===== config.mk =====
export PLATFORM = sky130hd
export DESIGN_NAME = wfe_event_hub
export DESIGN_NICKNAME = d
export VERILOG_FILES = /design/src/rtl/wfe_hub_pkg.sv /design/src/rtl/event_stretcher.sv /design/src/rtl/clr_handshake.sv /design/src/rtl/core_wake_slice.sv /design/src/rtl/l2_standby_gate.sv /design/src/rtl/wfe_event_hub.sv
export SDC_FILE = /design/constraint.sdc
export NUM_CORES = 1
export LEC_CHECK = 0
export ABC_AREA = 1
export BUFFER_PORTS_ARGS = -buffer_cell sky130_fd_sc_hd__buf_2
export CORE_ASPECT_RATIO = 1.4
export CORE_MARGIN = 5
export CORE_UTILIZATION = 44
export DETAILED_ROUTE_END_ITERATION = 10
export PLACE_DENSITY = 0.75
export RECOVER_POWER = 50
export SLEW_MARGIN = 40
export SYNTH_ARGS = -nofsm -noshare
export SYNTH_HDL_FRONTEND = slang
export SYNTH_HIERARCHICAL = 1
export SYNTH_SLANG_ARGS = --single-unit
export TNS_END_PERCENT = 1

===== constraint.sdc =====
create_clock -name clk -period 1.8 [get_ports clk]
set_input_delay 0 -clock clk [delete_from_list [all_inputs] [get_ports clk]]
set_output_delay 0 -clock clk [all_outputs]
set_load 0.01 [all_outputs]

===== src/rtl/wfe_hub_pkg.sv =====
package wfe_hub_pkg;

  typedef struct packed {
    logic l2_idle;
    logic mst_inactive;
    logic slv_inactive_a;
    logic slv_inactive_b;
  } idle_t;

  function automatic logic fabric_quiet(idle_t s);
    return s.l2_idle & (s.mst_inactive | (s.slv_inactive_a & s.slv_inactive_b));
  endfunction

endpackage


===== src/rtl/event_stretcher.sv =====
module event_stretcher #(
  parameter int STRETCH = 3
) (
  input  logic clk,
  input  logic rst,
  input  logic trig_i,
  output logic pulse_o
);
  localparam int CW = $clog2(STRETCH + 1);

  logic [CW-1:0] cnt_q;

  always_ff @(posedge clk) begin
    if (rst) begin
      cnt_q <= '0;
    end else if (trig_i) begin
      cnt_q <= CW'(STRETCH);
    end else if (cnt_q != '0) begin
      cnt_q <= cnt_q - 1'b1;
    end
  end

  assign pulse_o = (cnt_q != '0);
endmodule


===== src/rtl/clr_handshake.sv =====
module clr_handshake (
  input  logic clk,
  input  logic rst,
  input  logic req_i,
  output logic ack_o,
  output logic rise_o
);
  always_ff @(posedge clk) begin
    if (rst) ack_o <= 1'b0;
    else     ack_o <= req_i;
  end

  assign rise_o = req_i & ~ack_o;
endmodule


===== src/rtl/core_wake_slice.sv =====
module core_wake_slice (
  input  logic clk,
  input  logic rst,
  input  logic en_i,
  input  logic ev_i,
  input  logic enter_i,
  output logic wake_o,
  output logic standby_o
);
  logic pend_q;
  logic hit;

  assign hit = ev_i & en_i;

  always_ff @(posedge clk) begin
    if (rst) begin
      wake_o    <= 1'b0;
      standby_o <= 1'b0;
      pend_q    <= 1'b0;
    end else begin
      wake_o <= 1'b0;
      if (standby_o) begin
        if (wake_o) begin
          standby_o <= 1'b0;
          if (hit) pend_q <= 1'b1;
        end else if (hit) begin
          wake_o <= 1'b1;
        end
      end else if (enter_i) begin
        if (pend_q || hit) pend_q    <= 1'b0;
        else               standby_o <= 1'b1;
      end else if (hit) begin
        pend_q <= 1'b1;
      end
    end
  end
endmodule


===== src/rtl/l2_standby_gate.sv =====
module l2_standby_gate
  import wfe_hub_pkg::*;
#(
  parameter int N_CORES = 4
) (
  input  logic               clk,
  input  logic               rst,
  input  logic [N_CORES-1:0] wfi_i,
  input  idle_t              idle_i,
  output logic [N_CORES-1:0] wfi_q_o,
  output logic               l2_o
);
  always_ff @(posedge clk) begin
    if (rst) begin
      wfi_q_o <= '0;
      l2_o    <= 1'b0;
    end else begin
      wfi_q_o <= wfi_i;
      l2_o    <= (&wfi_i) & fabric_quiet(idle_i);
    end
  end
endmodule


===== src/rtl/wfe_event_hub.sv =====
module wfe_event_hub
  import wfe_hub_pkg::*;
#(
  parameter int N_CORES = 4,
  parameter int STRETCH = 3
) (
  input  logic               clk,
  input  logic               rst,
  input  logic [N_CORES-1:0] sev_i,
  input  logic [N_CORES-1:0] wfe_enter_i,
  input  logic [N_CORES-1:0] core_wfi_i,
  input  logic [N_CORES-1:0] core_en_i,
  input  logic               ext_event_i,
  input  logic               mon_clr_req_i,
  input  logic               l2_idle_i,
  input  logic               mst_inactive_i,
  input  logic               slv_inactive_a_i,
  input  logic               slv_inactive_b_i,
  output logic               event_o,
  output logic [N_CORES-1:0] wake_o,
  output logic [N_CORES-1:0] standby_wfe_o,
  output logic [N_CORES-1:0] standby_wfi_o,
  output logic               l2_standby_o,
  output logic               mon_clr_ack_o
);
  logic  clr_rise;
  logic  wake_cause;
  idle_t idle;

  event_stretcher #(.STRETCH(STRETCH)) u_stretch (
    .clk(clk), .rst(rst), .trig_i(|sev_i), .pulse_o(event_o)
  );

  clr_handshake u_hs (
    .clk(clk), .rst(rst), .req_i(mon_clr_req_i),
    .ack_o(mon_clr_ack_o), .rise_o(clr_rise)
  );

  assign wake_cause = ext_event_i | clr_rise;

  for (genvar g = 0; g < N_CORES; g++) begin : g_core
    core_wake_slice u_slice (
      .clk(clk), .rst(rst), .en_i(core_en_i[g]), .ev_i(wake_cause),
      .enter_i(wfe_enter_i[g]), .wake_o(wake_o[g]), .standby_o(standby_wfe_o[g])
    );
  end

  assign idle = '{l2_idle: l2_idle_i, mst_inactive: mst_inactive_i,
                  slv_inactive_a: slv_inactive_a_i, slv_inactive_b: slv_inactive_b_i};

  l2_standby_gate #(.N_CORES(N_CORES)) u_l2 (
    .clk(clk), .rst(rst), .wfi_i(core_wfi_i), .idle_i(idle),
    .wfi_q_o(standby_wfi_o), .l2_o(l2_standby_o)
  );
endmodule


# ---- Yosys cells after proc, flatten, opt, wreduce, memory -nomap -nowiden
# Cells that the tools add are included.
dict set report word_totals {
  reg_bits 20
  latch_bits 0
  ramBits 0
  mem_bits_ro 0
  out_inout_bits 15
  elab_cells 98
  mem_count 0
}
dict set report classes {
  addsub 1
  multipliers 0
  div_mod_pow 0
  order_cmp 0
  eq_ne 8
  n_shift 0
  n_mux 42
  bitwise_logic 15
  reduce_logical 16
}
# op n
set ops {}
lappend ops {{two-way mux 1 bit} 40}
lappend ops {{inequality test 3 x 1 -> 1 bit (second input constant)} 4}
lappend ops {{OR reduction 3 bit} 4}
lappend ops {{AND 1 bit} 8}
lappend ops {{inequality test 2 x 1 -> 1 bit (second input constant)} 4}
lappend ops {{AND reduction 2 bit} 4}
lappend ops {{NOT 1 bit} 5}
lappend ops {{logical OR 1 bit} 4}
lappend ops {{two-way mux 2 bit} 2}
lappend ops {{AND reduction 4 bit} 1}
lappend ops {{nonzero test 2 bit} 2}
lappend ops {{OR reduction 4 bit} 1}
lappend ops {{bitwise OR 1 bit} 2}
lappend ops {{subtractor 2 x 1 -> 2 bit (second input constant)} 1}

# ---- Logic depth before layout (Yosys ltp)
# Gate-level depths: netlist of run 1.
dict set report depth {
  word_depth 8
  depth_mapped 7
  ltp_nobuf 7
}

# ---- By module
# Netlist of run 1, hierarchy kept.
# module instances cells_each area_per_inst_um2 seq_area_each_um2
set by_module_without_submodules {}
lappend by_module_without_submodules {core_wake_slice 4 18 125.1 60.1}
lappend by_module_without_submodules {l2_standby_gate 1 23 170.2 100.1}
lappend by_module_without_submodules {event_stretcher 1 19 116.4 40.0}
lappend by_module_without_submodules {clr_handshake 1 4 31.3 20.0}
lappend by_module_without_submodules {wfe_event_hub 1 4 17.5 0.0}

# ---- Worst setup path after synthesis of run 1
# No wires, ideal clock.
dict set report synth_path {
  path_kind {register to register}
  startpoint {register u_hs.ack_o}
  endpoint {register g_core[0].u_slice.pend_q}
  setup_time_ps 114
  t_arrival_ps 907
  required_ps 1686
  slack_ps 779
  path_stages_with_launch 7
  path_cell_list {dfxtp_1 > nor2_1 > or2_1 > nand2_1 > nand2_1 > nand4_1 > nand2_1}
}
dict set report synth_via {
  elab_chain_cells 7
}
# item line_no
set synth_rtl {}
lappend synth_rtl {{start, declared} clr_handshake.sv:5} ;# output logic ack_o,
lappend synth_rtl {{start signal, assigned} clr_handshake.sv:10} ;# else ack_o <= req_i;
lappend synth_rtl {{NOT 1 bit *} clr_handshake.sv:13} ;# assign rise_o = req_i & ~ack_o;
lappend synth_rtl {{AND 1 bit *} clr_handshake.sv:13}
lappend synth_rtl {{via clr_rise} wfe_event_hub.sv:26} ;# logic clr_rise;
lappend synth_rtl {{bitwise OR 1 bit *} wfe_event_hub.sv:39} ;# assign wake_cause = ext_event_i | clr_rise;
lappend synth_rtl {{via wake_cause} wfe_event_hub.sv:27} ;# logic wake_cause;
lappend synth_rtl {{AND 1 bit *} core_wake_slice.sv:13} ;# assign hit = ev_i & en_i;
lappend synth_rtl {{logical OR 1 bit / two-way mux 1 bit (equally long branches)} -}
lappend synth_rtl {{inequality test 3 x 1 -> 1 bit (no source line), or another cell as far along} -}
lappend synth_rtl {{AND reduction 2 bit (no source line) / two-way mux 1 bit (equally long branches)} -}
lappend synth_rtl {{end signal, assigned} core_wake_slice.sv:19} ;# pend_q <= 1'b0;
lappend synth_rtl {{end signal, assigned} core_wake_slice.sv:30} ;# if (pend_q || hit) pend_q <= 1'b0;
lappend synth_rtl {{end signal, assigned} core_wake_slice.sv:33} ;# pend_q <= 1'b1;
lappend synth_rtl {{end, declared} core_wake_slice.sv:10} ;# logic pend_q;
# Mark *: on every way through the listed nets, which the timed path passes. The rest lies on a longest branch. The select of a mux whose other input is x is not followed.
# A chain may end at the register's enable or synchronous reset.

# ---- Worst setup path in the final report of run 1
dict set report layout_path {
  startpoint {input port mst_inactive_i}
  endpoint {register u_l2.l2_o}
}
dict set report layout_via {
  elab_chain_cells 3
}
# item line_no
set layout_rtl {}
lappend layout_rtl {{start, declared} wfe_event_hub.sv:16} ;# input logic mst_inactive_i,
lappend layout_rtl {{bitwise OR 1 bit} wfe_hub_pkg.sv:11} ;# return s.l2_idle & (s.mst_inactive | (s.slv_inactive_a & s.slv_inactive_b));
lappend layout_rtl {{AND 1 bit} wfe_hub_pkg.sv:11}
lappend layout_rtl {{AND 1 bit} l2_standby_gate.sv:19} ;# l2_o <= (&wfi_i) & fabric_quiet(idle_i);
lappend layout_rtl {{end signal, assigned} l2_standby_gate.sv:19}
lappend layout_rtl {{end, declared} l2_standby_gate.sv:11} ;# output logic l2_o
# No other way between the ends.

==> reports/results.txt, run 1 <==
Once the clock tree was built, the resizer swapped 0 gates to a different size. By instance count, the leading cell after synthesis is sky130_fd_sc_hd__nand2_1. On the worst path, the slowest cell contributes a delay of 550 ps. The ratio of final minimum period to clock period is 0.651, and the area share of the leading cell type in the synthesized netlist is 0.479. Counting every instance in the synthesized netlist gives 122.

The via total after detailed routing is 911. In this run the remaining antenna-violating nets after routing total 0. The tools report the hold violation count in the final report as 0. The sort of element at the end of the critical path is a register. The total routed wirelength is 2010 µm.

The area growth from synthesis to layout is 43.9%. The flow ran to the end, and the final reports show no timing, DRC or antenna violations. The met1 track demand over resource was 0.151.

The via count of the first global-routing pass is 905, and the depth of the CTS H-tree is 1. In this run the core area contains 18 standard-cell rows. For this run, the number of Yosys warnings is 6.

Across the run, the number of max-cap violations was 0. The number of synthesized flops with an enable pin came out at 0. The y dimension of the die was 61.6 µm; the critical path arrival was 1370 ps.

Sorting the synthesized cells by how often they occur yields 33 x sky130_fd_sc_hd__nand2_1, 21 x sky130_fd_sc_hd__inv_1, 20 x sky130_fd_sc_hd__dfxtp_1. Entering global routing, the biggest net connects 11 pins. In the synthesized netlist the dominant register cell turns out to be sky130_fd_sc_hd__dfxtp_1.

The wire-length estimate of the detail-placed layout is 1580 µm. Number of register bits inferred by synthesis: 20. Slowest cell on the critical path: sky130_fd_sc_hd__dlygate4sd3_1.

The slew at the pin closest to its max-slew limit is 227 ps, and the number of I/O pins is 39. The run gives 0.463 mV as the maximum ir drop on the vdd rail. The first global-routing pass estimated 3340 µm of wire. Dividing the detail-routed wire length by the instance count gives 10.2 µm. Once placement finished, the instance area stood at 1050 µm². Proportion of layout cells with a drive suffix above 1: 0.208.

By area the synthesized netlist is led by sky130_fd_sc_hd__dfxtp_1 48%, sky130_fd_sc_hd__nand2_1 15%, sky130_fd_sc_hd__inv_1 9.4%, sky130_fd_sc_hd__nand3_1 6.0%, sky130_fd_sc_hd__nand4_1 6.0%. TritonCTS built the clock tree. The width of the die was 46.8 µm. At the end of the flow, the number of nets in the layout was 205. Setup violations remaining at the end of the flow were counted as 0. The mean number of vias per cell works out to 4.60.

Sequential element share of the synthesized area: 0.479. The worst setup path is of the primary input to register kind. The kind of launch point of the worst setup path was a primary input. The average cell area after synthesis was 6.85 µm².

Setup repair after global routing left no endpoint under its margin. The power per standard cell area came out at 722 nW/µm². The TritonCTS buffer count was 3. After layout, the minimum clock period comes to 1170 ps. The count of input and output buffers works out to 38.

The tools report the post-synthesis cell type count as 12. The total routing usage reported by global routing is 0.160, and the leakage power of the design is 0.000633 µW. The run gives 0 as the max-slew violation count.

After the first detailed-routing iteration, the DRC count stood at 35. The share of synthesized registers carrying an async set or reset was 0. After clock tree synthesis, the clock-pin slew on the worst setup and hold paths is 110 ps. The cell type with the largest total area after synthesis is sky130_fd_sc_hd__dfxtp_1. For the cell area after layout, the log shows 1200 µm².

The worst hold path belongs to the class primary input to register. Hold timing on the final database bottoms out at a slack of 19.3 ps. The signal on the critical path passes through dlygate4sd3_1 > buf_2 > inv_1 > nand2_1 > dlygate4sd3_1 > nand2_1 > nor2_1.

After detailed routing, the number of remaining DRC violations is 0. In the post-route analysis, the smallest setup slack over all paths is 628 ps. The final estimated routing congestion in global placement was 0.835; the final antenna diode count was 0. The floorplan step defined a die boundary enclosing 2880 µm². The cell family contributing the most delay on the critical path is buffers and inverters. Clock skew on the completed layout was measured at 5.47 ps. The clock passes through at most 2 buffers. The CTS root buffer was sky130_fd_sc_hd__clkbuf_4. Fmax: 854 MHz. The global routing stage identified its most utilized layer as met2. The met2 track utilization from global routing came out at 0.285.

The starting density of the core came out at 0.470. The logs give 745 ps for the worst setup timing slack at the placement stage and 3 for the detailed-routing iteration count for the pre-antenna-repair pass. Adding up every negative setup slack in the final design gives 0 ps.

The global routing met3 resource utilization is 0.0468, and the critical path buffer and inverter count is 4. The run gives 290 ps as the latest clock arrival within the worst-skew pair. The number of nets in the synthesized netlist is 147. Summing every instance area after synthesis gives 836 µm². Summed over all layers, the global routing overflow is 0.

The number of sinks on the clock net is 20, and the area of the placeable core is 1780 µm². For the worst setup path, the data required time is 2000 ps. The maximum fanout count along the critical path is 1, and the normalized max-slew margin is 0.849. The number of antenna violations at the first check in global routing is 0.
## kinds of logic (layout without fill, tap and decap cells)
| group | count (synthesis) | in the layout | synth area share |
|---|---|---|---|
| AND/OR/NAND/NOR | 65 | 65 | 0.337 |
| buffers and inverters | 32 | 88 | 0.145 |
| flip-flops | 20 | 20 | 0.479 |
| AO/OA/AOI/OAI | 4 | 4 | 0.0240 |
| adder cells (fa/ha/maj) | 1 | 1 | 0.0150 |
## worst reg2reg max path: cells and delay by family (launching register included)
family	cells	cell delay, ps
and+or+nand+nor	6	630
DFF	1	340
## flip-flops by register name, summed over array words and instances (netlist names)
| signal | flops |
|---|---|
| u_hs/ack_o | 1 |
| g_core.u_slice/wake_o | 4 |
| g_core.u_slice/pend_q | 4 |
| g_core.u_slice/standby_o | 4 |
| u_l2/l2_o | 1 |
| u_l2/wfi_q_o | 4 |
| u_stretch/cnt_q | 2 |
## path summary, 6_finish.rpt
| path | to | slack, ps | cells past startpoint | from |
|---|---|---|---|---|
| setup reg to reg | g_core[3].u_slice/pend_q | 740 | 6 | u_hs/ack_o |
| hold reg to reg | g_core[3].u_slice/pend_q | 490 | 2 | g_core[3].u_slice/pend_q |
| setup / recovery | u_l2/l2_o | 630 | 7 | mst_inactive_i |
| hold / removal | u_l2/l2_o | 20 | 5 | l2_idle_i |
## per-stage QoR
step           power, µW  std cells   util
6_report             869        198  0.676
5_1_grt              935        198  0.676
4_1_cts              883        198  0.688
3_5_place_dp         659        180  0.591
3_3_place_gp         652        180  0.591
2_1_floorplan        591        122      -
## power breakdown
part	internal, µW	leakage, µW	switching (µW)
combinational	82.3	0.000454	89.9
sequential	473	0.000165	23.3
clock	77.7	0.0000138	122
## cells in the final DEF (no fill, tap or decap), drive strengths merged
cell type,Yosys,final
buf,0,23
or2,1,1
ha,1,1
nand2,33,33
inv,31,31
dlygate4sd3,0,15
clkinv,1,1
nand3,10,10
o21ai,4,4
clkbuf,0,18
nor2,13,13
dfxtp,20,20
nand4,8,8
## repair_timing
item | CTS | global route
hold buffers | 15 | 0
hold endpoints to repair | 15 | 0
buffers inserted | 0 | 0
## area by class of cell
cell class                      count  area (µm²)
Tap cell                           20        25.0
Clock buffer                        3        22.5
Sequential cell                    20         400
Multi-Input combinational cell     70         312
Fill cell                         168         577
Inverter                           32         121
Timing Repair Buffer               53         322
## routing by layer
metal | up-vias | routed length [µm] | share of wire
met3 | 6 | 148 | 0.073
met2 | 30 | 1050 | 0.52
met1 | 393 | 763 | 0.38
li1 | 482 | - | -
met5 | - | 0 | 0
met4 | 0 | 48 | 0.024
Note: power is estimated with default switching activity, not from simulation.
==> run 2, diff against run 1 <==
- clock period: 1.8 -> 1.2 ns (I/O delays scaled with it)
==> reports/results.txt, run 2 (same netlist as run 1, synthesis figures left out) <==
For this run, the top clock speed supported by timing is 877 MHz. The TritonCTS buffer count was 3 (unchanged); the clock transition at the registers of the reported paths was 110 ps (about the same). The minimum setup slack among reg-to-reg paths is 130 ps (was 740 ps). The number of antenna violations at the first check in global routing is 0 (unchanged). The relative area change from synthesis to final layout works out to 47.5% (was 43.9%).

Number of nets with antenna violations after routing: 0 (unchanged). The final antenna diode count was 0 (unchanged); the detail-routed net length per standard cell was 11.1 µm (was 10.2 µm). The proportion of layout cells with a drive suffix above 1 was 0.239 (was 0.208); the number of inserted filler cells in the final layout was 157 (was 168). The delay of the slowest cell on the worst path came out at 530 ps (was 550 ps). The sort of element at the end of the critical path was a register (unchanged). The number of sinks on the clock net is 20 (unchanged). The logs give 18 (unchanged) for the number of rows created at floorplan and 0 (unchanged) for the number of maximum-capacitance violations. The tools report the via total after detailed routing as 925 (was 911). The tools report the max-slew violation count as 0 (unchanged).

The critical path buffer and inverter count came out at 3 (was 4). The width of the die is 46.8 µm (unchanged), and the maximum fanout count along the critical path is 4 (was 1). The floorplan die area was 2880 µm² (unchanged).

The clock skew after layout is 0.827 ps (was 5.47 ps), and the detailed placement HPWL is 1580 µm (about the same). The run gives 1400 ps (was 2000 ps) as the required time at the endpoint of the critical path. The tools report the kind of launch point of the worst setup path as a primary input (unchanged). Counting stages on the worst path, the most repeated cell is sky130_fd_sc_hd__nand2_1. For the wire length of the first global-routing pass, the log shows 3650 µm (was 3340 µm).

The slowest cell on the critical path is sky130_fd_sc_hd__dlygate4sd3_1 (unchanged). The total routed wirelength is 2220 µm (was 2010 µm), and the hold violation count in the final report is 0 (unchanged). Crit path cell chain: dlygate4sd3_1 > buf_2 > inv_1 > nor2_1 > or2_1 > nand2_1 > nand2_1 > nand4_1 > nand2_1 (was dlygate4sd3_1 > buf_2 > inv_1 > nand2_1 > dlygate4sd3_1 > nand2_1 > nor2_1). Final net count: 206 (was 205). The gate family responsible for the most delay along the worst path was buffers and inverters (unchanged). For the number of DRC violations after detailed-routing iteration 0, the log shows 29 (was 35). The most frequent standard cell in the layout excluding fill and tap cells is sky130_fd_sc_hd__nand2_1 (unchanged).

The critical path arrival came out at 1340 ps (was 1370 ps). The number of I/O pins was 39 (unchanged); the starting density of the core was 0.470 (unchanged). The mean number of vias per cell works out to 4.63 (was 4.60). TritonCTS built the clock tree. The leakage power of the design is 0.000663 µW (was 0.000633 µW), and the via count of the first global-routing pass is 937 (was 905). The logs give 0.715 mV (was 0.463 mV) for the maximum ir drop on the vdd rail and 0 (unchanged) for the number of setup buffers added after CTS. Subtracting the final worst setup slack from the clock period gives 1140 ps.

The slew at the pin closest to its max-slew limit was 239 ps (was 227 ps); the depth of the CTS H-tree was 1 (unchanged). The count of final setup violators was 0 (unchanged). The count of input and output buffers came out at 38 (unchanged). The CTS root buffer was sky130_fd_sc_hd__clkbuf_4 (unchanged).

The power per standard cell area is 1130 nW/µm² (was 722 nW/µm²). The type of the most critical hold path was primary input to register (unchanged). The maximum clock insertion buffer count is 2 (unchanged), and the area of the placeable core is 1780 µm² (unchanged).

Ratio of final minimum period to clock period: 0.950. The flow ran to the end, and the final reports show no timing, DRC or antenna violations. The DRC violation count after routing was 0 (unchanged).

The run gives 5 (was 3) as the detailed-routing iteration count for the pre-antenna-repair pass. The critical path class is primary input to register (unchanged). The cell area after layout was 1230 µm² (was 1200 µm²); the normalized max-slew margin was 0.841 (was 0.849). Most frequent cells in the layout: 33 x sky130_fd_sc_hd__nand2_1, 28 x sky130_fd_sc_hd__buf_2, 21 x sky130_fd_sc_hd__inv_1 (was 33 x sky130_fd_sc_hd__nand2_1, 23 x sky130_fd_sc_hd__buf_2, 21 x sky130_fd_sc_hd__inv_1).

Core occupancy in the finished layout: 0.693 (was 0.676). Setup repair after global routing could not meet its margin everywhere. The final estimated routing congestion in global placement came out at 0.835 (about the same). The leftover overflow at the end of global routing is 0 (unchanged). The latest clock arrival within the worst-skew pair is 290 ps (about the same), and the y dimension of the die is 61.6 µm (unchanged). The run gives 1050 µm² (unchanged) as the placement-stage cell area.

The maximum number of pins on one net before global-route repair came out at 12 (was 11). Total routing usage reported by global routing: 0.179 (was 0.160).
run 2: changes by cell type in the layout (fill, tap and decap cells not counted), sizes merged:
| cell | previous run | this run |
|---|---|---|
| clkbuf | 18 | 14 |
| buf | 23 | 28 |
| dlygate4sd3 | 15 | 16 |
run 2: final timing paths:
| path | end | start | cells after the start |
|---|---|---|---|
| max | g_core[2].u_slice/pend_q | mon_clr_req_i | 9 |
| min reg2reg | g_core[0].u_slice/pend_q | g_core[0].u_slice/pend_q | 2 |
| max reg2reg | g_core[2].u_slice/pend_q | u_hs/ack_o | 6 |
| min | u_l2/wfi_q_o[3] | rst | 2 |
run 2: routing by layer:
layer	wire (µm)	GRT usage	vias to the layer above	part of all wire
met5	0	0	-	0
met4	19	0.0751	0	0.0086
met3	144	0.0439	2	0.065
met2	1220	0.351	28	0.55
met1	833	0.167	407	0.38
li1	-	-	488	-
run 2: final cells by class:
cell class | count | area (µm²) | area share
Timing Repair Buffer | 54 | 338 | 0.274
Clock buffer | 4 | 36.3 | 0.0294
Inverter | 32 | 121 | 0.0985
Tap cell | 20 | 25.0 | 0.0203
Multi-Input combinational cell | 70 | 312 | 0.253
Sequential cell | 20 | 400 | 0.325
run 2: power by group:
| part | internal (µW) | switching [µW] | total [µW] |
|---|---|---|---|
| Sequential | 710 | 34.9 | 745 |
| Clock | 185 | 197 | 382 |
| Combinational | 129 | 139 | 267 |
| Total | 1020 | 371 | 1390 |
run 2: repair_timing:
action | 4_1_cts | 5_1_grt
hold buffers | 17 | 0
setup endpoints to repair | 0 | 4
endpoints found under the hold margin | 16 | 0
gates resized for setup | 0 | 1
run 2: stage by stage:
step | hold slack (ps) | TNS [ps] | instances | setup WS, ps | total power [µW]
finish | 36.1 | 0 | 200 | 60.2 | 1390
global route | 16.7 | -45.1 | 200 | -26.5 | 1490
CTS | 29.8 | 0 | 201 | 66.9 | 1410
detailed placement | 224 | 0 | 180 | 158 | 990
global placement | 216 | 0 | 180 | 177 | 977
floorplan | 71.2 | 0 | 122 | 179 | 887
==> run 3, diff against run 2 <==
- ABC_AREA: 1 -> unset
- CORE_ASPECT_RATIO: 1.4 -> unset
- CORE_UTILIZATION: 44 -> 43
- PLACE_DENSITY: 0.75 -> 0.76
==> reports/results.txt, run 3 <==
The run finished with clean final reports. For the leftover overflow at the end of global routing, the log shows 0 (unchanged). The tools report the hold violation count in the final report as 0 (unchanged). The via count of the first global-routing pass came out at 726 (was 937). The smallest hold slack is 17.8 ps (was 36.1 ps), and the maximum number of pins on one net before global-route repair is 20 (was 12).

The final estimated routing congestion in global placement was 0.701 (was 0.835); the proportion of layout cells with a drive suffix above 1 was 0.365 (was 0.239). The wire length of the first global-routing pass came out at 3020 µm (was 3650 µm). The critical path class was register to primary output (was primary input to register). The leakage power of the design was 0.000485 µW (was 0.000663 µW).

TritonCTS built the clock tree. The minimum clock period after layout works out to 1100 ps (was 1140 ps). Starting density of the core: 0.445 (was 0.470). For the number of sinks on the clock net, the log shows 20 (unchanged).

The ratio of final minimum period to clock period works out to 0.919 (was 0.950). The total routing usage reported by global routing was 0.146 (was 0.179); the maximum fanout count along the critical path was 2 (was 4). Cells taking the most area after synthesis: sky130_fd_sc_hd__dfxtp_1 53%, sky130_fd_sc_hd__nor2b_2 5.8%, sky130_fd_sc_hd__nor3_1 5.3%, sky130_fd_sc_hd__nand2b_2 4.6%, sky130_fd_sc_hd__nand3b_1 3.9% (was sky130_fd_sc_hd__dfxtp_1 48%, sky130_fd_sc_hd__nand2_1 15%, sky130_fd_sc_hd__inv_1 9.4%, sky130_fd_sc_hd__nand3_1 6.0%, sky130_fd_sc_hd__nand4_1 6.0%). The cell type with the largest total area after synthesis is sky130_fd_sc_hd__dfxtp_1 (unchanged).

The count of input and output buffers was 38 (unchanged); the number of I/O pins was 39 (unchanged). The average cell area after synthesis is 10.6 µm² (was 6.85 µm²), and the minimum setup slack in the final design is 97.1 ps (was 60.2 ps). Number of setup buffers added after CTS: 0 (unchanged). The run gives 10 (was 29) as the number of DRC violations after detailed-routing iteration 0. The logs give 1100 ps (was 1340 ps) for the critical path arrival and 0.526 (was 0.479) for the sequential element share of the synthesized area. The global routing met3 resource utilization is 0.0315 (was 0.0439), and the count of warnings emitted by yosys is 6 (unchanged). The most crowded layer after global routing is met2 (unchanged). Most frequent cells in the layout: 26 x sky130_fd_sc_hd__buf_2, 19 x sky130_fd_sc_hd__dfxtp_1, 12 x sky130_fd_sc_hd__dlygate4sd3_1, 12 x sky130_fd_sc_hd__clkbuf_1, 8 x sky130_fd_sc_hd__nor3_1 (was 33 x sky130_fd_sc_hd__nand2_1, 28 x sky130_fd_sc_hd__buf_2, 21 x sky130_fd_sc_hd__inv_1). The logs give 15 (was 18) for the number of rows created at floorplan and 97 (was 147) for the synthesized net count. The delay of the slowest cell on the worst path is 360 ps (was 530 ps).

The post-synthesis cell type count is 21 (was 12). The width of the die is 52.1 µm (was 46.8 µm). The cell count after synthesis is 72 (was 122), and the detail-routed net length per standard cell is 11.9 µm (was 11.1 µm).

Number of antenna violations at the first check in global routing: 0 (unchanged). The tools report the area of the placeable core as 1710 µm² (was 1780 µm²). Slowest cell on the critical path: sky130_fd_sc_hd__dfxtp_1 (was sky130_fd_sc_hd__dlygate4sd3_1). The normalized max-slew margin came out at 0.785 (was 0.841). The tools report the detailed placement HPWL as 1170 µm (was 1580 µm). The sort of element at the end of the critical path is a primary output (was a register). The slew at the pin closest to its max-slew limit came out at 322 ps (was 239 ps).

The power per standard cell area was 1190 nW/µm² (was 1130 nW/µm²); the relative area change from synthesis to final layout was 46.2% (was 47.5%). Final net count: 152 (was 206). The tools report the CTS root buffer as sky130_fd_sc_hd__clkbuf_4 (unchanged). The area share of the leading cell type in the synthesized netlist is 0.526 (was 0.479). Synth top cells by count: 20 x sky130_fd_sc_hd__dfxtp_1, 8 x sky130_fd_sc_hd__nor3_1, 5 x sky130_fd_sc_hd__a21oi_1, 5 x sky130_fd_sc_hd__nor2b_2 (was 33 x sky130_fd_sc_hd__nand2_1, 21 x sky130_fd_sc_hd__inv_1, 20 x sky130_fd_sc_hd__dfxtp_1).

The type of the most critical hold path was primary input to register (unchanged). The tools report the max-slew violation count as 0 (unchanged). The logs give 0.876 mV (was 0.715 mV) for the maximum ir drop on the vdd rail and 1800 µm (was 2220 µm) for the total routed wirelength. The post-route non-filler standard cell count is 151 (was 200).

The mean number of vias per cell is 4.68 (was 4.63). The most frequent standard cell in the layout excluding fill and tap cells is sky130_fd_sc_hd__buf_2 (was sky130_fd_sc_hd__nand2_1). For the DRC violation count after routing, the log shows 0 (unchanged). The number of synthesized flops with an enable pin came out at 0 (unchanged).

The final antenna diode count came out at 0 (unchanged). For the summed instance area of the synthesized netlist, the log shows 761 µm² (was 836 µm²). The main flop type after synthesis was sky130_fd_sc_hd__dfxtp_1 (unchanged).

The number of maximum-capacitance violations came out at 0 (unchanged). Clock transition at the registers of the reported paths: 100 ps (was 110 ps). The kind of launch point of the worst setup path is a register (was a primary input).

The fmax came out at 907 MHz (was 877 MHz). The worst setup timing slack at the placement stage is 41.2 ps (was 158 ps). The number of register bits inferred by synthesis came out at 20 (unchanged). Crit path cell chain: inv_1 > ha_1 > inv_2 > buf_2 (was dlygate4sd3_1 > buf_2 > inv_1 > nor2_1 > or2_1 > nand2_1 > nand2_1 > nand4_1 > nand2_1). The tools report the number of nets with antenna violations after routing as 0 (unchanged). Via total after detailed routing: 707 (was 925). The run gives 4 (was 5) as the detailed-routing iteration count for the pre-antenna-repair pass. The clock skew after layout was 3.26 ps (was 0.827 ps); the latest clock arrival within the worst-skew pair was 290 ps (about the same). Depth of the CTS H-tree: 1 (unchanged). Setup repair after global routing left no endpoint under its margin. The run gives 2 (unchanged) as the maximum clock insertion buffer count.

The share of synthesized registers carrying an async set or reset works out to 0 (unchanged). The placed instance count was 135 (was 180). The run gives 1200 ps (was 1400 ps) as the required time at the endpoint of the critical path.

The logs give 0 ps (unchanged) for the final-layout setup total negative slack and 3 (unchanged) for the TritonCTS buffer count. The floorplan die area is 2710 µm² (was 2880 µm²), and the y dimension of the die is 52.1 µm (was 61.6 µm). The run gives 0.166 (was 0.167) as the met1 track demand over resource. For the met2 track utilization from global routing, the log shows 0.259 (was 0.351). The count of final setup violators came out at 0 (unchanged).

The cell with the most instances after synthesis is sky130_fd_sc_hd__dfxtp_1 (was sky130_fd_sc_hd__nand2_1).
[run 3: cell count changes after synthesis, sizes merged, moves of 4 or more]
cell	before	now
a21oi	0	5
a31oi	0	4
inv	31	3
nand2	33	4
nand2b	0	4
nand3	10	0
nand3b	0	4
nand4	8	1
nor2	13	2
nor2b	0	7
nor3	0	8
o21ai	4	0
[run 3: final timing paths]
path	startpoint	endpoint	slack [ps]	cells after the start
setup / recovery	u_stretch/cnt_q[0]	event_o	100	4
setup reg to reg	u_hs/ack_o	g_core[3].u_slice/standby_o	140	5
hold reg to reg	g_core[0].u_slice/standby_o	g_core[0].u_slice/wake_o	510	2
hold / removal	mst_inactive_i	u_l2/l2_o	20	3
[run 3: repair_timing]
item / in CTS / in global routing
endpoints found under the setup margin: 0 / 8
hold endpoints to repair: 12 / 0
resized for setup: 0 / 2
hold buffers: 12 / 0
[run 3: logic make-up after synthesis]
group,count (synthesis),synth area share
compound gates,10,0.0789
flops,20,0.526
simple gates,36,0.339
fa+ha+maj,1,0.0164
buf+inv,3,0.0148
xor+xnor,1,0.0115
mux,1,0.0132
[run 3: worst max-delay path, delay by kind of cell (launching register included)]
family	cells	cell delay, ps
flops	1	360
buf+inv	3	240
fa+ha+maj	1	220
[run 3: stage by stage]
stage	total power, µW	area (µm²)	utilization
4_1_cts	1350	1140	0.667
3_5_place_dp	943	982	0.575
5_1_grt	1410	1110	0.651
6_report	1330	1110	0.651
2_1_floorplan	854	761	-
3_3_place_gp	937	982	0.575
[run 3: metal layers]
layer	share of wire	vias to the layer above
li1	-	360
met1	0.42	329
met2	0.54	16
met3	0.039	2
met4	0.0078	0
met5	0	-
[run 3: final cells by class]
| type | count | area (µm²) |
|---|---|---|
| inverter | 3 | 11.3 |
| multi-input combinational | 49 | 337 |
| sequential | 20 | 402 |
| timing repair buffer | 50 | 295 |
| fill | 154 | 596 |
| clock buffer | 4 | 36.3 |
| tap | 25 | 31.3 |
[run 3: report_power, final]
part           total (µW)  switching, µW  leakage, µW  internal, µW
clock network         372            188    0.0000210           185
logic                 229            102     0.000299           126
registers             726           23.7     0.000165           703
